### src/rtl/blit_pkg.sv
package blit_pkg;
  typedef enum logic [1:0] {
    ST_IDLE = 2'd0,
    ST_RD   = 2'd1,
    ST_WR   = 2'd2
  } scan_st_e;

  localparam int unsigned OFS_WIDTH  = 0;
  localparam int unsigned OFS_HEIGHT = 1;
  localparam int unsigned OFS_SRC_X  = 2;
  localparam int unsigned OFS_SRC_Y  = 3;
  localparam int unsigned OFS_DST_X  = 4;
  localparam int unsigned OFS_DST_Y  = 5;
  localparam int unsigned NUM_REGS   = 6;
endpackage

### src/rtl/blit_regs.sv
module blit_regs
  import blit_pkg::*;
#(
  parameter int unsigned COORD_W = 11,
  parameter int unsigned DATA_W  = 16,
  parameter int unsigned SEL_W   = 3
) (
  input  logic               clk_i,
  input  logic               rst_ni,
  input  logic               wr_en_i,
  input  logic [SEL_W-1:0]   sel_i,
  input  logic [DATA_W-1:0]  wdata_i,
  output logic [DATA_W-1:0]  rdata_o,
  output logic [COORD_W-1:0] width_o,
  output logic [COORD_W-1:0] height_o,
  output logic [COORD_W-1:0] src_x_o,
  output logic [COORD_W-1:0] src_y_o,
  output logic [COORD_W-1:0] dst_x_o,
  output logic [COORD_W-1:0] new_dst_y_o,
  output logic               launch_o
);
  logic [COORD_W-1:0] regs [NUM_REGS];
  logic               unused_hi;

  assign unused_hi = ^wdata_i[DATA_W-1:COORD_W];

  for (genvar g = 0; g < NUM_REGS; g++) begin : g_reg
    logic [COORD_W-1:0] q;
    always_ff @(posedge clk_i or negedge rst_ni) begin
      if (!rst_ni) q <= '0;
      else if (wr_en_i && sel_i == SEL_W'(g)) q <= wdata_i[COORD_W-1:0];
    end
    assign regs[g] = q;
  end

  always_comb begin
    rdata_o = '0;
    for (int k = 0; k < NUM_REGS; k++) begin
      if (sel_i == SEL_W'(k)) rdata_o = {{(DATA_W-COORD_W){1'b0}}, regs[k]};
    end
  end

  assign width_o     = regs[OFS_WIDTH];
  assign height_o    = regs[OFS_HEIGHT];
  assign src_x_o     = regs[OFS_SRC_X];
  assign src_y_o     = regs[OFS_SRC_Y];
  assign dst_x_o     = regs[OFS_DST_X];
  // destination row as it will be after this write
  assign new_dst_y_o = wdata_i[COORD_W-1:0];
  assign launch_o    = wr_en_i && (sel_i == SEL_W'(OFS_DST_Y)) &&
                       (regs[OFS_WIDTH] != '0) && (regs[OFS_HEIGHT] != '0);


  width_hold_chk: assert property (@(posedge clk_i) disable iff (!rst_ni)
    !wr_en_i |=> $stable(width_o))
    else $error("width changed without a write");


  src_hold_chk: assert property (@(posedge clk_i) disable iff (!rst_ni)
    !wr_en_i |=> $stable(src_x_o) && $stable(src_y_o) && $stable(dst_x_o))
    else $error("coordinate changed without a write");
endmodule

### src/rtl/blit_scan.sv
module blit_scan
  import blit_pkg::*;
#(
  parameter int unsigned COORD_W = 11
) (
  input  logic               clk_i,
  input  logic               rst_ni,
  input  logic               start_i,
  input  logic [COORD_W-1:0] width_i,
  input  logic [COORD_W-1:0] height_i,
  input  logic [COORD_W-1:0] src_x_i,
  input  logic [COORD_W-1:0] src_y_i,
  input  logic [COORD_W-1:0] dst_x_i,
  input  logic [COORD_W-1:0] new_dst_y_i,
  output logic               busy_o,
  output logic               rd_o,
  output logic               wr_o,
  output logic [COORD_W-1:0] off_x_o,
  output logic [COORD_W-1:0] off_y_o
);
  scan_st_e           st_q;
  logic               rev_q;
  logic [COORD_W-1:0] ox_q, oy_q;
  logic [COORD_W-1:0] x_end, y_end;
  logic               rev_start, last_px;

  assign x_end = width_i - COORD_W'(1);
  assign y_end = height_i - COORD_W'(1);

  // destination later in raster order than source: walk backwards
  assign rev_start = (new_dst_y_i > src_y_i) ||
                     ((new_dst_y_i == src_y_i) && (dst_x_i > src_x_i));

  assign last_px = rev_q ? ((ox_q == '0) && (oy_q == '0))
                         : ((ox_q == x_end) && (oy_q == y_end));

  always_ff @(posedge clk_i or negedge rst_ni) begin
    if (!rst_ni) begin
      st_q  <= ST_IDLE;
      rev_q <= 1'b0;
      ox_q  <= '0;
      oy_q  <= '0;
    end else begin
      unique case (st_q)
        ST_IDLE: if (start_i) begin
          st_q  <= ST_RD;
          rev_q <= rev_start;
          ox_q  <= rev_start ? x_end : '0;
          oy_q  <= rev_start ? y_end : '0;
        end
        ST_RD: st_q <= ST_WR;
        ST_WR: begin
          if (last_px) begin
            st_q <= ST_IDLE;
          end else begin
            st_q <= ST_RD;
            if (!rev_q) begin
              if (ox_q == x_end) begin
                ox_q <= '0;
                oy_q <= oy_q + COORD_W'(1);
              end else begin
                ox_q <= ox_q + COORD_W'(1);
              end
            end else begin
              if (ox_q == '0) begin
                ox_q <= x_end;
                oy_q <= oy_q - COORD_W'(1);
              end else begin
                ox_q <= ox_q - COORD_W'(1);
              end
            end
          end
        end
        default: st_q <= ST_IDLE;
      endcase
    end
  end

  assign rd_o    = (st_q == ST_RD);
  assign wr_o    = (st_q == ST_WR);
  assign busy_o  = (st_q != ST_IDLE);
  assign off_x_o = ox_q;
  assign off_y_o = oy_q;


  rd_then_wr_chk: assert property (@(posedge clk_i) disable iff (!rst_ni)
    rd_o |=> wr_o)
    else $error("read not followed by write");


  wr_then_rd_chk: assert property (@(posedge clk_i) disable iff (!rst_ni)
    (wr_o && !last_px) |=> rd_o)
    else $error("pixel gap after write");


  off_range_chk: assert property (@(posedge clk_i) disable iff (!rst_ni)
    busy_o |-> (off_x_o < width_i) && (off_y_o < height_i))
    else $error("scan offset outside rectangle");


  dir_stable_chk: assert property (@(posedge clk_i) disable iff (!rst_ni)
    rd_o |=> $stable(rev_q))
    else $error("scan direction changed mid copy");
endmodule

### src/rtl/blit_addr.sv
module blit_addr #(
  parameter int unsigned FB_W    = 1920,
  parameter int unsigned COORD_W = 11,
  parameter int unsigned ADDR_W  = 21
) (
  input  logic [COORD_W-1:0] base_x_i,
  input  logic [COORD_W-1:0] base_y_i,
  input  logic [COORD_W-1:0] off_x_i,
  input  logic [COORD_W-1:0] off_y_i,
  output logic [ADDR_W-1:0]  addr_o
);
  logic [ADDR_W-1:0] row, col;

  assign row    = ADDR_W'(base_y_i) + ADDR_W'(off_y_i);
  assign col    = ADDR_W'(base_x_i) + ADDR_W'(off_x_i);
  assign addr_o = row * ADDR_W'(FB_W) + col;
endmodule

### src/rtl/rect_blit.sv
module rect_blit
  import blit_pkg::*;
#(
  parameter int unsigned FB_W  = 1920,
  parameter int unsigned FB_H  = 1080,
  parameter int unsigned PIX_W = 16,
  parameter int unsigned REG_W = 16,
  parameter int unsigned SEL_W = 3
) (
  input  logic              clk_i,
  input  logic              rst_ni,
  input  logic              host_sel_i,
  input  logic              host_we_i,
  input  logic [SEL_W-1:0]  host_addr_i,
  input  logic [REG_W-1:0]  host_wdata_i,
  output logic [REG_W-1:0]  host_rdata_o,
  output logic              host_ready_o,
  output logic              mem_req_o,
  output logic              mem_we_o,
  output logic [$clog2(FB_W*FB_H)-1:0] mem_addr_o,
  output logic [PIX_W-1:0]  mem_wdata_o,
  input  logic [PIX_W-1:0]  mem_rdata_i
);
  localparam int unsigned MAX_DIM = (FB_W > FB_H) ? FB_W : FB_H;
  localparam int unsigned COORD_W = $clog2(MAX_DIM + 1);
  localparam int unsigned ADDR_W  = $clog2(FB_W * FB_H);

  logic               reg_we, launch, busy, rd_ph, wr_ph;
  logic [COORD_W-1:0] width, height, src_x, src_y, dst_x, new_dst_y;
  logic [COORD_W-1:0] off_x, off_y;
  logic [COORD_W-1:0] base_x [2];
  logic [COORD_W-1:0] base_y [2];
  logic [ADDR_W-1:0]  side_addr [2];
  logic [COORD_W-1:0] dst_y_rb;

  // host writes are dropped while a copy runs
  assign reg_we = host_sel_i && host_we_i && !busy;

  blit_regs #(
    .COORD_W(COORD_W), .DATA_W(REG_W), .SEL_W(SEL_W)
  ) u_regs (
    .clk_i       (clk_i),
    .rst_ni      (rst_ni),
    .wr_en_i     (reg_we),
    .sel_i       (host_addr_i),
    .wdata_i     (host_wdata_i),
    .rdata_o     (host_rdata_o),
    .width_o     (width),
    .height_o    (height),
    .src_x_o     (src_x),
    .src_y_o     (src_y),
    .dst_x_o     (dst_x),
    .new_dst_y_o (new_dst_y),
    .launch_o    (launch)
  );

  blit_scan #(.COORD_W(COORD_W)) u_scan (
    .clk_i       (clk_i),
    .rst_ni      (rst_ni),
    .start_i     (launch),
    .width_i     (width),
    .height_i    (height),
    .src_x_i     (src_x),
    .src_y_i     (src_y),
    .dst_x_i     (dst_x),
    .new_dst_y_i (new_dst_y),
    .busy_o      (busy),
    .rd_o        (rd_ph),
    .wr_o        (wr_ph),
    .off_x_o     (off_x),
    .off_y_o     (off_y)
  );

  // destination row register, held stable while busy
  always_ff @(posedge clk_i or negedge rst_ni) begin
    if (!rst_ni) dst_y_rb <= '0;
    else if (reg_we && host_addr_i == SEL_W'(OFS_DST_Y)) dst_y_rb <= new_dst_y;
  end

  assign base_x[0] = src_x;
  assign base_y[0] = src_y;
  assign base_x[1] = dst_x;
  assign base_y[1] = dst_y_rb;

  // index 0 source side, index 1 destination side
  for (genvar s = 0; s < 2; s++) begin : g_side
    blit_addr #(.FB_W(FB_W), .COORD_W(COORD_W), .ADDR_W(ADDR_W)) u_addr (
      .base_x_i (base_x[s]),
      .base_y_i (base_y[s]),
      .off_x_i  (off_x),
      .off_y_i  (off_y),
      .addr_o   (side_addr[s])
    );
  end

  assign host_ready_o = !busy;
  assign mem_req_o    = rd_ph || wr_ph;
  assign mem_we_o     = wr_ph;
  assign mem_addr_o   = wr_ph ? side_addr[1] : side_addr[0];
  assign mem_wdata_o  = mem_rdata_i;


  idle_quiet_chk: assert property (@(posedge clk_i) disable iff (!rst_ni)
    host_ready_o |-> !mem_req_o)
    else $error("memory access while host not stalled");


  zero_launch_chk: assert property (@(posedge clk_i) disable iff (!rst_ni)
    (host_sel_i && host_we_i && host_ready_o && host_addr_i == SEL_W'(OFS_DST_Y) &&
     (width == '0 || height == '0)) |=> host_ready_o)
    else $error("empty rectangle stalled host");


  launch_stall_chk: assert property (@(posedge clk_i) disable iff (!rst_ni)
    launch |=> !host_ready_o && mem_req_o && !mem_we_o)
    else $error("launch did not start with a read");


  we_needs_req_chk: assert property (@(posedge clk_i) disable iff (!rst_ni)
    mem_we_o |-> mem_req_o)
    else $error("write enable without request");
endmodule

### config.mk
export PLATFORM = sky130hd
export DESIGN_NAME = rect_blit
export DESIGN_NICKNAME = d
export VERILOG_FILES = /design/src/rtl/blit_pkg.sv /design/src/rtl/blit_regs.sv /design/src/rtl/blit_scan.sv /design/src/rtl/blit_addr.sv /design/src/rtl/rect_blit.sv
export SDC_FILE = /design/constraint.sdc
export NUM_CORES = 1
export LEC_CHECK = 0
export BUFFER_PORTS_ARGS = -buffer_cell sky130_fd_sc_hd__buf_2
export CAP_MARGIN = 20
export CORE_ASPECT_RATIO = 1.1
export CORE_MARGIN = 2
export CORE_UTILIZATION = 60
export CTS_BUF_LIST = sky130_fd_sc_hd__clkbuf_16
export CTS_CLUSTER_DIAMETER = 50
export CTS_CLUSTER_SIZE = 8
export DETAILED_ROUTE_END_ITERATION = 10
export PLACE_DENSITY = 0.89
export SLEW_MARGIN = 20
export SYNTH_ARGS = -nofsm -noshare
export SYNTH_HDL_FRONTEND = slang
export SYNTH_SLANG_ARGS = --single-unit
### constraint.sdc
create_clock -name clk_i -period 6.3 [get_ports clk_i]
set_input_delay 0.63 -clock clk_i [delete_from_list [all_inputs] [get_ports clk_i]]
set_output_delay 0.63 -clock clk_i [all_outputs]
set_load 0.05 [all_outputs]
==> metrics.md, run 1 <==
| Metric | Value |
|---|---|
| Fin Clk Skew | ~0.0088 ns |
| CTS Hold Bufs | 0 |
| Worst-Margin Slew | 1.12 ns |
| Htree depth | 3 |
| Avg WL per Cell | 20.6 um |
| Clk sinks | 91 |
| Ys Warns | 0 |
| Final Slew Violations | 0 |
| Setup violators final | 1 |
| Die extent in x | approximately 140 um |
| Setup TNS | -0.0153 ns |
| Synth Flop Type | dfrtp_1 |
| Crit. End Element | primary output |
| Die area | 20600 um2 |
| Grt total ovfl | 0 |
| Final core utilization | 67.9% |
| # rows | 53 |
| Die height | 150 um |
| Num CTS Buffers | 9 |
| LEAKAGE | about 0.0063 uW |
| Status | complete, but fails checks |
| I/O Buffers | between 50 and 60 |
| Design Area, Final | 13000 um2 |
| Syn Area/Cell | 8.43 um2 |
| Area delta synth->final | 11.1% |
| Initial DRC Count | roughly 960 |
| PwrDens | about 100 nW/um2 |
| Via density | 6.54 |
| Placed inst area | 12000 um2 |
| HPWL Detailed | 24500 um |
| Worst hold path type | in2async |
| Total of max-cap violations | 0 |
| Maximum fanout along the worst path | 4 |
| Cells after Synth | 1384 |
| Synthesized area | 11700 um2 |
| GP Congestion | 1.02 |
| Synth unique cells | 78 |
| Fin worst setup slack | -0.0153 ns |
| Clock slew at reported path FFs | around 0.070 ns |
| Final #Nets | between 1.5k and 2k |
| Maximum buffer depth of the clock tree | 2 |
| Final Hold Viols | 0 |
| Drt drc | 0 |
| Critical path's largest stage delay | 0.56 ns |
| Largest net degree at the start of global routing | 70 |
| Gr usage total | 31.9% |
| First-pass GRT wire length | slightly above 50000 um |
| Post-DRT Antenna Nets | 0 |
| Via total after detailed routing | 10.9k |
| I/O pin cnt | 95 |
| Reg2reg end | u_scan.off_y_o[4] |
| Max Fclk | about 160 MHz |
| Fin crit share | 100% |
| Core Region | 19100 um2 |
| Sequential share of the synthesized area | approximately a fifth |
| Crit-path cells | ha_2 -> inv_2 -> fa_2 -> xor2_4 -> fa_1 -> inv_2 -> fa_1 -> inv_1 -> fa_1 -> inv_2 -> ha_4 -> o21ai_2 -> o21ai_2 -> a21oi_2 -> nor4_4 -> o311ai_2 -> or4_4 -> xnor2_2 -> mux2i_1 -> buf_4 |
| Post-synth EDFFs | 0 |
| Buf/Inv on CP | 5 |
| Setup crit start kind | flop |
| Slowest CP cell | or4_4 |
| Fraction of layout cells with a size suffix above 1 | 18.1% |
| FF-to-FF Start | u_regs.width_o[0] |
| Worst Path Required | around 5.7 ns |
| DRT Pass-1 Iters | 6 |
| Crit-path leading delay family | adder cells |
| RSZ-0062 raised after global routing | yes |
| CTS tree | done |
| WP data arrival | between 5 and 6 ns |
| Worst skew pair latency | 0.36 ns |
| Total power draw | 1260 uW |
| Min Tclk post-route | 6.32 ns |
| Starting Density | 61.1% |
| Relative slew slack | roughly a quarter |
| Max rail drop VDD | 0.131 mV |
| Class of the most critical setup path | reg2out |
| Initial antenna violation count | 0 |
| Reg2reg path depth | 11 |
| Failing checks | setup timing |
| Vias in the first global route | 10.4k |
| Share of synthesized registers carrying an async set or reset | 100% |
| DRT Wirelength | ~34000 um |
| Worst R2R Setup Slack | 1.91 ns |
| Yosys reg bits | 91 |
| Root Buffer | clkbuf_16 |
| CP Launch Point | u_regs.src_y_o[0] |
-- worst max-delay path by stage --
stage	slack (ns)	end	cells after the start
after floorplan	0.03	mem_addr_o[20]	24
after global placement	0.28	mem_addr_o[20]	22
after detailed placement	0.06	mem_addr_o[20]	22
after CTS	0.003	mem_addr_o[20]	22
after global routing	-0.24	mem_addr_o[20]	23
final	-0.02	mem_addr_o[20]	20
-- metal layers --
layer / global-route usage [%] / share of wire (%) / vias up / routed length, um
met1: 38.5 / 37 / 5152 / 12700
li1: - / - / 4965 / -
met3: 5.42 / 8.0 / 184 / 2760
met4: 17.6 / 6.7 / 0 / 2300
met5: 0 / 0 / - / 0
met2: 53.9 / 48 / 588 / 16600
-- cell usage after synthesis, drive strengths merged, types with 5 or more instances --
cell type / count / area [um2]
nor2: 71 / 267
xor2: 52 / 455
nor2b: 15 / 93.8
nor3: 37 / 185
or3: 15 / 98.8
a21o: 22 / 165
a22o: 7 / 61.3
nor3b: 11 / 92.6
a211o: 7 / 61.3
o22ai: 11 / 68.8
a2111oi: 7 / 80.1
o21ai: 101 / 505
a211oi: 10 / 75.1
nor4: 19 / 119
buf: 34 / 235
nand3: 24 / 120
maj3: 7 / 70.1
and2: 8 / 51.3
o31ai: 10 / 75.1
and3: 12 / 75.1
inv: 139 / 522
mux2: 55 / 619
nand2b: 13 / 81.3
ha: 129 / 1610
nand2: 96 / 360
a21boi: 8 / 60.1
o21a: 12 / 90.1
clkbuf: 39 / 146
or4: 5 / 37.5
o211ai: 9 / 67.6
o221ai: 13 / 114
dfrtp: 91 / 2280
a21oi: 63 / 315
fa: 31 / 621
xnor2: 82 / 718
nand4: 12 / 75.1
a31oi: 7 / 43.8
o2111ai: 6 / 52.6
or2: 7 / 43.8
mux2i: 31 / 310
-- area by class of cell --
type,instances,area (um2)
multi-input combinational,1085,9000
fill,1417,6130
sequential,91,2280
timing repair buffer,89,554
inverter,139,522
tap,247,309
clock buffer,9,225
clock inverter,5,78.8
antenna,1,2.50
-- sequential cells by signal, indices dropped and copies added, names as in the netlist --
name             flops
u_regs.src_x_o      11
u_regs.src_y_o      11
u_regs.height_o     11
u_regs.g.q          11
u_scan.off_x_o      11
u_scan.st_q          2
u_regs.width_o      11
u_scan.rev_q         1
u_scan.off_y_o      11
u_regs.dst_x_o      11
-- layout by cell type, fill, tap and decap left out, types with 9 or more instances in the layout --
cell type and instances:
nor4_1 18, nand2b_1 12, mux2i_1 31, xnor2_1 73
nor2_1 68, nand2_1 95, o211ai_1 9, nand3_1 21
and3_1 12, o21ai_0 86, clkbuf_16 9, nor3_1 37
nor2b_1 14, fa_1 30, mux2_2 54, or3_1 12
o21a_1 12, xor2_1 40, o22ai_1 11, xor2_2 10
o21ai_1 9, nand4_1 12, buf_2 47, buf_4 40
ha_1 121, a21oi_1 56, o31ai_1 10, a21o_1 22
dfrtp_1 89, o221ai_1 13, inv_1 132
-- power by group --
part | internal [uW] | switching (uW) | total [uW] | leakage [uW]
Clock | 343 | 237 | 581 | 0.000152
Sequential | 584 | 0 | 584 | 0.00109
Combinational | 19.5 | 76.9 | 96.4 | 0.00507
-- timing repair --
action / CTS / global route
endpoints found under the setup margin: 4 / 7
buffers inserted: 0 / 15
resized for setup: 16 / 98
pin swaps: 0 / 42
-- worst reg2reg max path: cells and delay by family, from the launching register on --
family	cells	cell delay (ns)
fa+ha+maj	1	0.32
mux	2	0.72
buf+inv	2	0.38
compound gates	3	0.91
simple gates	3	1.42
flops	1	0.52
-- metrics by stage --
stage	setup WS [ns]	instances	hold slack, ns
2_1_floorplan	0.0287	1388	0.334
3_3_place_gp	0.284	1636	0.541
3_5_place_dp	0.0551	1636	0.547
4_1_cts	0.00347	1650	0.174
5_1_grt	-0.244	1665	0.186
6_report	-0.0153	1666	0.161
-- cells by family (layout without fill, tap and decap cells) --
kind of cell | after synthesis | after routing | share of synthesized area (%)
buf+inv | 212 | 242 | 7.74
flops | 91 | 91 | 19.5
mux | 86 | 86 | 7.96
fa+ha+maj | 167 | 167 | 19.7
xor+xnor | 137 | 137 | 10.6
other cells | 1 | 6 | 0.0321
simple gates | 358 | 358 | 15.5
compound gates | 332 | 332 | 18.9
(Power assumes the default switching activity.)
==> run 2: changes to the inputs <==
- CORE_UTILIZATION: 60 -> 40
- PLACE_DENSITY: 0.89 -> 0.66
==> metrics.md, run 2 (same netlist as run 1, synthesis figures left out) <==
| Metric | Value |
|---|---|
| Sequential power share | between 40% and 50% |
| Root Buffer | clkbuf_16 |
| NetSw | roughly 320 uW |
| CTS Hold Bufs | 0 |
| HPWL Detailed | 25400 um |
| Core Region | 28700 um2 |
| Class of the most critical setup path | reg2out |
| Max Fclk | 164 MHz |
| Starting Density | 40.7% |
| Worst-Margin Slew | about 1.1 ns |
| Status | finished, final reports clean |
| Switching share of power | 26.8% |
| Slowest CP cell | fa_1 |
| Fin Clk Skew | 0.0113 ns |
| Critical path's largest stage delay | 0.55 ns |
| Worst R2R Setup Slack | about 2.0 ns |
| Gr usage total | 21.3% |
| WP data arrival | 5.48 ns |
| Clock slew at reported path FFs | 0.06 ns |
| Buf/Inv on CP | 5 |
| LEAKAGE | 0.00617 uW |
| Fin crit share | 97.0% |
| GP Congestion | 0.939 |
| PwrDens | 92.7 nW/um2 |
| Final core utilization | 44.5% |
| Clock Power Share | between 40 and 50% |
| Largest net degree at the start of global routing | 66 |
| Fin worst setup slack | 0.188 ns |
| First-pass GRT wire length | 52200 um |
| CP Depth | 20 |
| DRT Wirelength | 32700 um |
| DRT Pass-1 Iters | 5 |
| Relative slew slack | 26.9% |
| Min Tclk post-route | 6.11 ns |
| Setup violators final | 0 |
| Initial antenna violation count | 0 |
| Worst hold path type | in2async |
| Die height | between 150 and 200 um |
| Drt drc | 0 |
| Maximum buffer depth of the clock tree | 2 |
| Maximum fanout along the worst path | 4 |
| Comb power frac | between 8 and 9% |
| Via density | 5.73 |
| Worst skew pair latency | 0.36 ns |
| Most common cell after layout, fill and taps aside | inv_1 |
| RSZ-0062 raised after global routing | yes |
| Crit. End Element | primary output |
| Area delta synth->final | 9.37% |
| Setup TNS | 0 ns |
| Final Hold Viols | 0 |
| Placement Setup Slack | roughly 0.14 ns |
| Worst Path Required | 5.67 ns |
| Total of max-cap violations | 0 |
| Total power draw | about 1200 uW |
| I/O Buffers | 52 |
| Setup crit start kind | flop |
| Reg2reg path depth | 11 |
| Crit-path cells | ha_1 -> inv_1 -> fa_2 -> xor2_2 -> fa_1 -> inv_1 -> fa_1 -> inv_1 -> fa_1 -> inv_1 -> ha_1 -> o21ai_0 -> o21ai_1 -> a21oi_1 -> nor4_2 -> o311ai_2 -> or4_4 -> xnor2_1 -> mux2i_1 -> buf_4 |
| Commonest cells after routing, fill and taps aside | 138 x inv_1, 126 x ha_1, 96 x nand2_1 |
| Num CTS Buffers | 9 |
| # rows | 65 |
| CTS tree | done |
| Die area | 30600 um2 |
| Final Slew Violations | 0 |
| Initial DRC Count | 785 |
| Final #Nets | 1612 |
| Avg WL per Cell | 18.3 um |
| P_int | 866 uW |
| Htree depth | 3 |
| Grt total ovfl | 0 |
| Crit-path leading delay family | adder cells |
| I/O pin cnt | 95 |
| Die extent in x | 167 um |
| Fraction of layout cells with a size suffix above 1 | 15.0% |
| Vias in the first global route | approximately 10k |
| Post-DRT Antenna Nets | 0 |
| Max rail drop VDD | between 0.09 and 0.1 mV |
| Via total after detailed routing | 10.2k |
| Inserted Diodes | 0 |
| CP dominant cell by count | inv_1 |
| Clk sinks | 91 |
run 2: changes by cell type in the layout (fill, tap and decap cells not counted), sizes merged:
cell,before,now
inv,140,141
diode,1,0
bufinv,2,0
clkinv,2,3
buf,88,86
clkinvlp,0,1
run 2: through the flow:
stage / hold WS [ns] / instance area (um2) / std cells
after floorplan: 0.334 / 11700 / 1388
after global placement: 0.539 / 12200 / 1761
after detailed placement: 0.542 / 12200 / 1763
after CTS: 0.201 / 12500 / 1778
after global routing: 0.216 / 12800 / 1785
final: 0.193 / 12800 / 1785
run 2: repair_timing:
item | in CTS | in global routing
endpoints found under the setup margin | 3 | 6
pin swaps | 0 | 12
endpoints found under the hold margin | 0 | 0
setup buffers | 0 | 7
resized for setup | 10 | 45
run 2: worst paths after layout:
kind,startpoint,to
setup / recovery,u_regs.src_y_o[0],mem_addr_o[20]
hold / removal,rst_ni,u_scan.off_y_o[5]
setup reg to reg,u_regs.width_o[0],u_scan.off_y_o[3]
hold reg to reg,u_regs.src_y_o[0],u_regs.src_y_o[0]
max in group asynchronous,rst_ni,u_scan.off_y_o[1]
min in group clk_i,u_regs.src_y_o[0],u_regs.src_y_o[0]
run 2: layout make-up:
cell class	count	area (um2)
Fill cell	2826	15900
Multi-Input combinational cell	1085	8710
Sequential cell	91	2280
Timing Repair Buffer	87	533
Inverter	139	522
Tap cell	368	460
Clock buffer	9	225
Clock inverter	6	33.8
run 2: power groups by stage:
| stage | sequential, uW | combinational (uW) | clock (uW) |
|---|---|---|---|
| after floorplan | 595 | 79.3 | 0 |
| after global placement | 595 | 95.4 | 0 |
| after detailed placement | 595 | 96.0 | 0 |
| after CTS | 584 | 96.0 | 512 |
| after global routing | 584 | 101 | 544 |
| final | 584 | 96.5 | 503 |
run 2: worst register-to-register path, delay by kind of cell, from the launching register on:
| kind | cells | cell delay, ns |
|---|---|---|
| flip-flops | 1 | 0.51 |
| AND/OR/NAND/NOR | 3 | 1.33 |
| buffers and inverters | 2 | 0.40 |
| adder cells (fa/ha/maj) | 1 | 0.32 |
| AO/OA/AOI/OAI | 3 | 0.88 |
| multiplexers | 2 | 0.71 |
run 2: metal layers:
metal	up-vias	GRT usage, %	part of all wire, %
li1	4964	-	-
met1	4883	27.1	44
met2	308	36.5	48
met3	72	2.61	4.5
met4	0	8.90	3.6
met5	-	0	0
==> run 3: changes to the inputs <==
- SETUP_SLACK_MARGIN: default -> 0.3
==> metrics.md, run 3 (same netlist as run 1, synthesis figures left out) <==
| Metric | Value |
|---|---|
| Total of max-cap violations | 0 |
| CTS tree | done |
| CP Launch Point | u_scan.off_y_o[1] |
| Htree depth | 3 |
| Clk sinks | 91 |
| Via density | between 5 and 6 |
| Placement Setup Slack | between 0.1 and 0.15 ns |
| Num CTS Buffers | 9 |
| Worst hold path type | in2async |
| Initial antenna violation count | 0 |
| Worst-Margin Slew | 1.07 ns |
| CTS Hold Bufs | 0 |
| Fin worst setup slack | 0.244 ns |
| Starting Density | 40.7% |
| DRT Wirelength | roughly 33000 um |
| Drt drc | 0 |
| Final Hold Viols | 0 |
| Final Slew Violations | 0 |
| Fin Clk Skew | 0.00780 ns |
| DRT Pass-1 Iters | 7 |
| # rows | 65 |
| Fraction of layout cells with a size suffix above 1 | about a fifth |
| Gr usage total | 21.5% |
| Design Area, Final | 13400 um2 |
| Setup TNS | 0 ns |
| Worst Path Required | 5.67 ns |
| Grt total ovfl | 0 |
| Post-DRT Antenna Nets | 0 |
| Class of the most critical setup path | reg2out |
| Setup violators final | 0 |
| Setup crit start kind | flop |
| Inserted Diodes | 0 |
| Commonest cells after routing, fill and taps aside | 130 x inv_1, 113 x ha_1, 95 x nand2_1 |
| Initial DRC Count | 755 |
| LEAKAGE | approximately 0.0064 uW |
| Status | finished, final reports clean |
| Crit-path cells | ha_1 -> a21o_1 -> a21oi_2 -> o21ai_1 -> a2111o_1 -> a31o_2 -> a21oi_4 -> xor2_4 -> buf_4 -> inv_1 -> maj3_1 -> fa_1 -> ha_4 -> nand3_1 -> o211a_1 -> o31ai_1 -> or4_4 -> xnor2_2 -> mux2i_2 -> buf_6 |
| Most common cell after layout, fill and taps aside | inv_1 |
| Core Region | 28700 um2 |
| Clock slew at reported path FFs | 0.06 ns |
| I/O pin cnt | between 90 and 100 |
| I/O Buffers | 52 |
| First-pass GRT wire length | 52500 um |
| Fin crit share | 96.1% |
| Maximum buffer depth of the clock tree | 2 |
| Final #Nets | around 1.6k |
| Crit. End Element | primary output |
| Maximum fanout along the worst path | 5 |
| Placed inst area | between 10000 and 15000 um2 |
| Final core utilization | 46.8% |
| Max rail drop VDD | 0.120 mV |
| Min Tclk post-route | 6.06 ns |
| FF-to-FF Start | u_regs.width_o[0] |
| Via total after detailed routing | 10.2k |
| Die height | roughly 180 um |
| Avg WL per Cell | 18.6 um |
| Largest net degree at the start of global routing | 66 |
| Die area | 30600 um2 |
| Max Fclk | 165 MHz |
| RSZ-0062 raised after global routing | yes |
| Relative slew slack | 27.9% |
| Worst skew pair latency | about 0.36 ns |
| HPWL Detailed | ~25000 um |
| Critical path's largest stage delay | 0.56 ns |
| WP data arrival | 5.43 ns |
| Fillcell total | around 2.7k |
| Vias in the first global route | between 10k and 15k |
| PwrDens | around 90 nW/um2 |
| Root Buffer | clkbuf_16 |
| Slowest CP cell | fa_1 |
| GP Congestion | approximately 0.92 |
| Area delta synth->final | 15.1% |
| Die extent in x | 167 um |
-- run 3: changes by cell type in the layout (fill, tap and decap cells not counted), moves of 11 or more --
cell	before	now
buf_4	38	54
ha_4	0	11
ha_1	126	113
o21ai_0	91	80
-- run 3: timing repair --
action                                  4_1_cts  5_1_grt
buffers inserted                              7       20
pin swaps                                     9       64
endpoints found under the setup margin        5        7
gates resized for setup                      48      104
-- run 3: through the flow --
stage / hold WS (ns) / power [uW] / instances
detailed placement: 0.546 / 691 / 1762
CTS: 0.203 / 1200 / 1784
global route: 0.220 / 1220 / 1804
global placement: 0.537 / 690 / 1762
finish: 0.192 / 1190 / 1804
floorplan: 0.334 / 675 / 1388
-- run 3: per-layer routing --
metal	vias up	part of all wire (%)	wire (um)	GRT usage [%]
li1	5012	-	-	-
met1	4847	43	14300	27.1
met2	279	48	16000	36.6
met3	98	5.1	1720	3.04
met4	0	4.3	1460	9.83
met5	-	0	0	0
-- run 3: cell type report --
cell class | instances | area, um2 | area share (%)
clock buffers | 9 | 225 | 1.68
clock inverters | 6 | 35.0 | 0.261
inverters | 139 | 522 | 3.88
multi-input cells | 1085 | 9210 | 68.6
flip-flops and latches | 91 | 2280 | 17.0
well taps | 368 | 460 | 3.43
repair buffers | 106 | 699 | 5.21
-- run 3: worst paths after layout --
| path | slack [ns] | end | depth (start not counted) |
|---|---|---|---|
| max | 0.24 | mem_addr_o[20] | 20 |
| min | 0.19 | u_scan.off_y_o[5] | 1 |
| max reg2reg | 1.78 | u_scan.off_y_o[6] | 11 |
| min reg2reg | 0.56 | u_regs.g_reg[5].q[5] | 1 |
| max in group asynchronous | 4.90 | u_scan.off_y_o[1] | 2 |
| min in group clk_i | 0.56 | u_regs.g_reg[5].q[5] | 1 |
-- run 3: critical path: cells and delay by family, from the launching register on --
| kind | cells | cell delay, ns |
|---|---|---|
| mux | 1 | 0.16 |
| simple gates | 2 | 0.64 |
| compound gates | 8 | 1.64 |
| flops | 1 | 0.43 |
| xor+xnor | 2 | 0.36 |
| buf+inv | 3 | 0.39 |
| fa+ha+maj | 4 | 1.48 |
-- run 3: power breakdown --
| group | internal [uW] | total (uW) | switching (uW) |
|---|---|---|---|
| combinational | 19.4 | 96.3 | 76.9 |
| sequential | 584 | 584 | 0 |
| clock | 263 | 506 | 243 |
| total | 866 | 1190 | 320 |
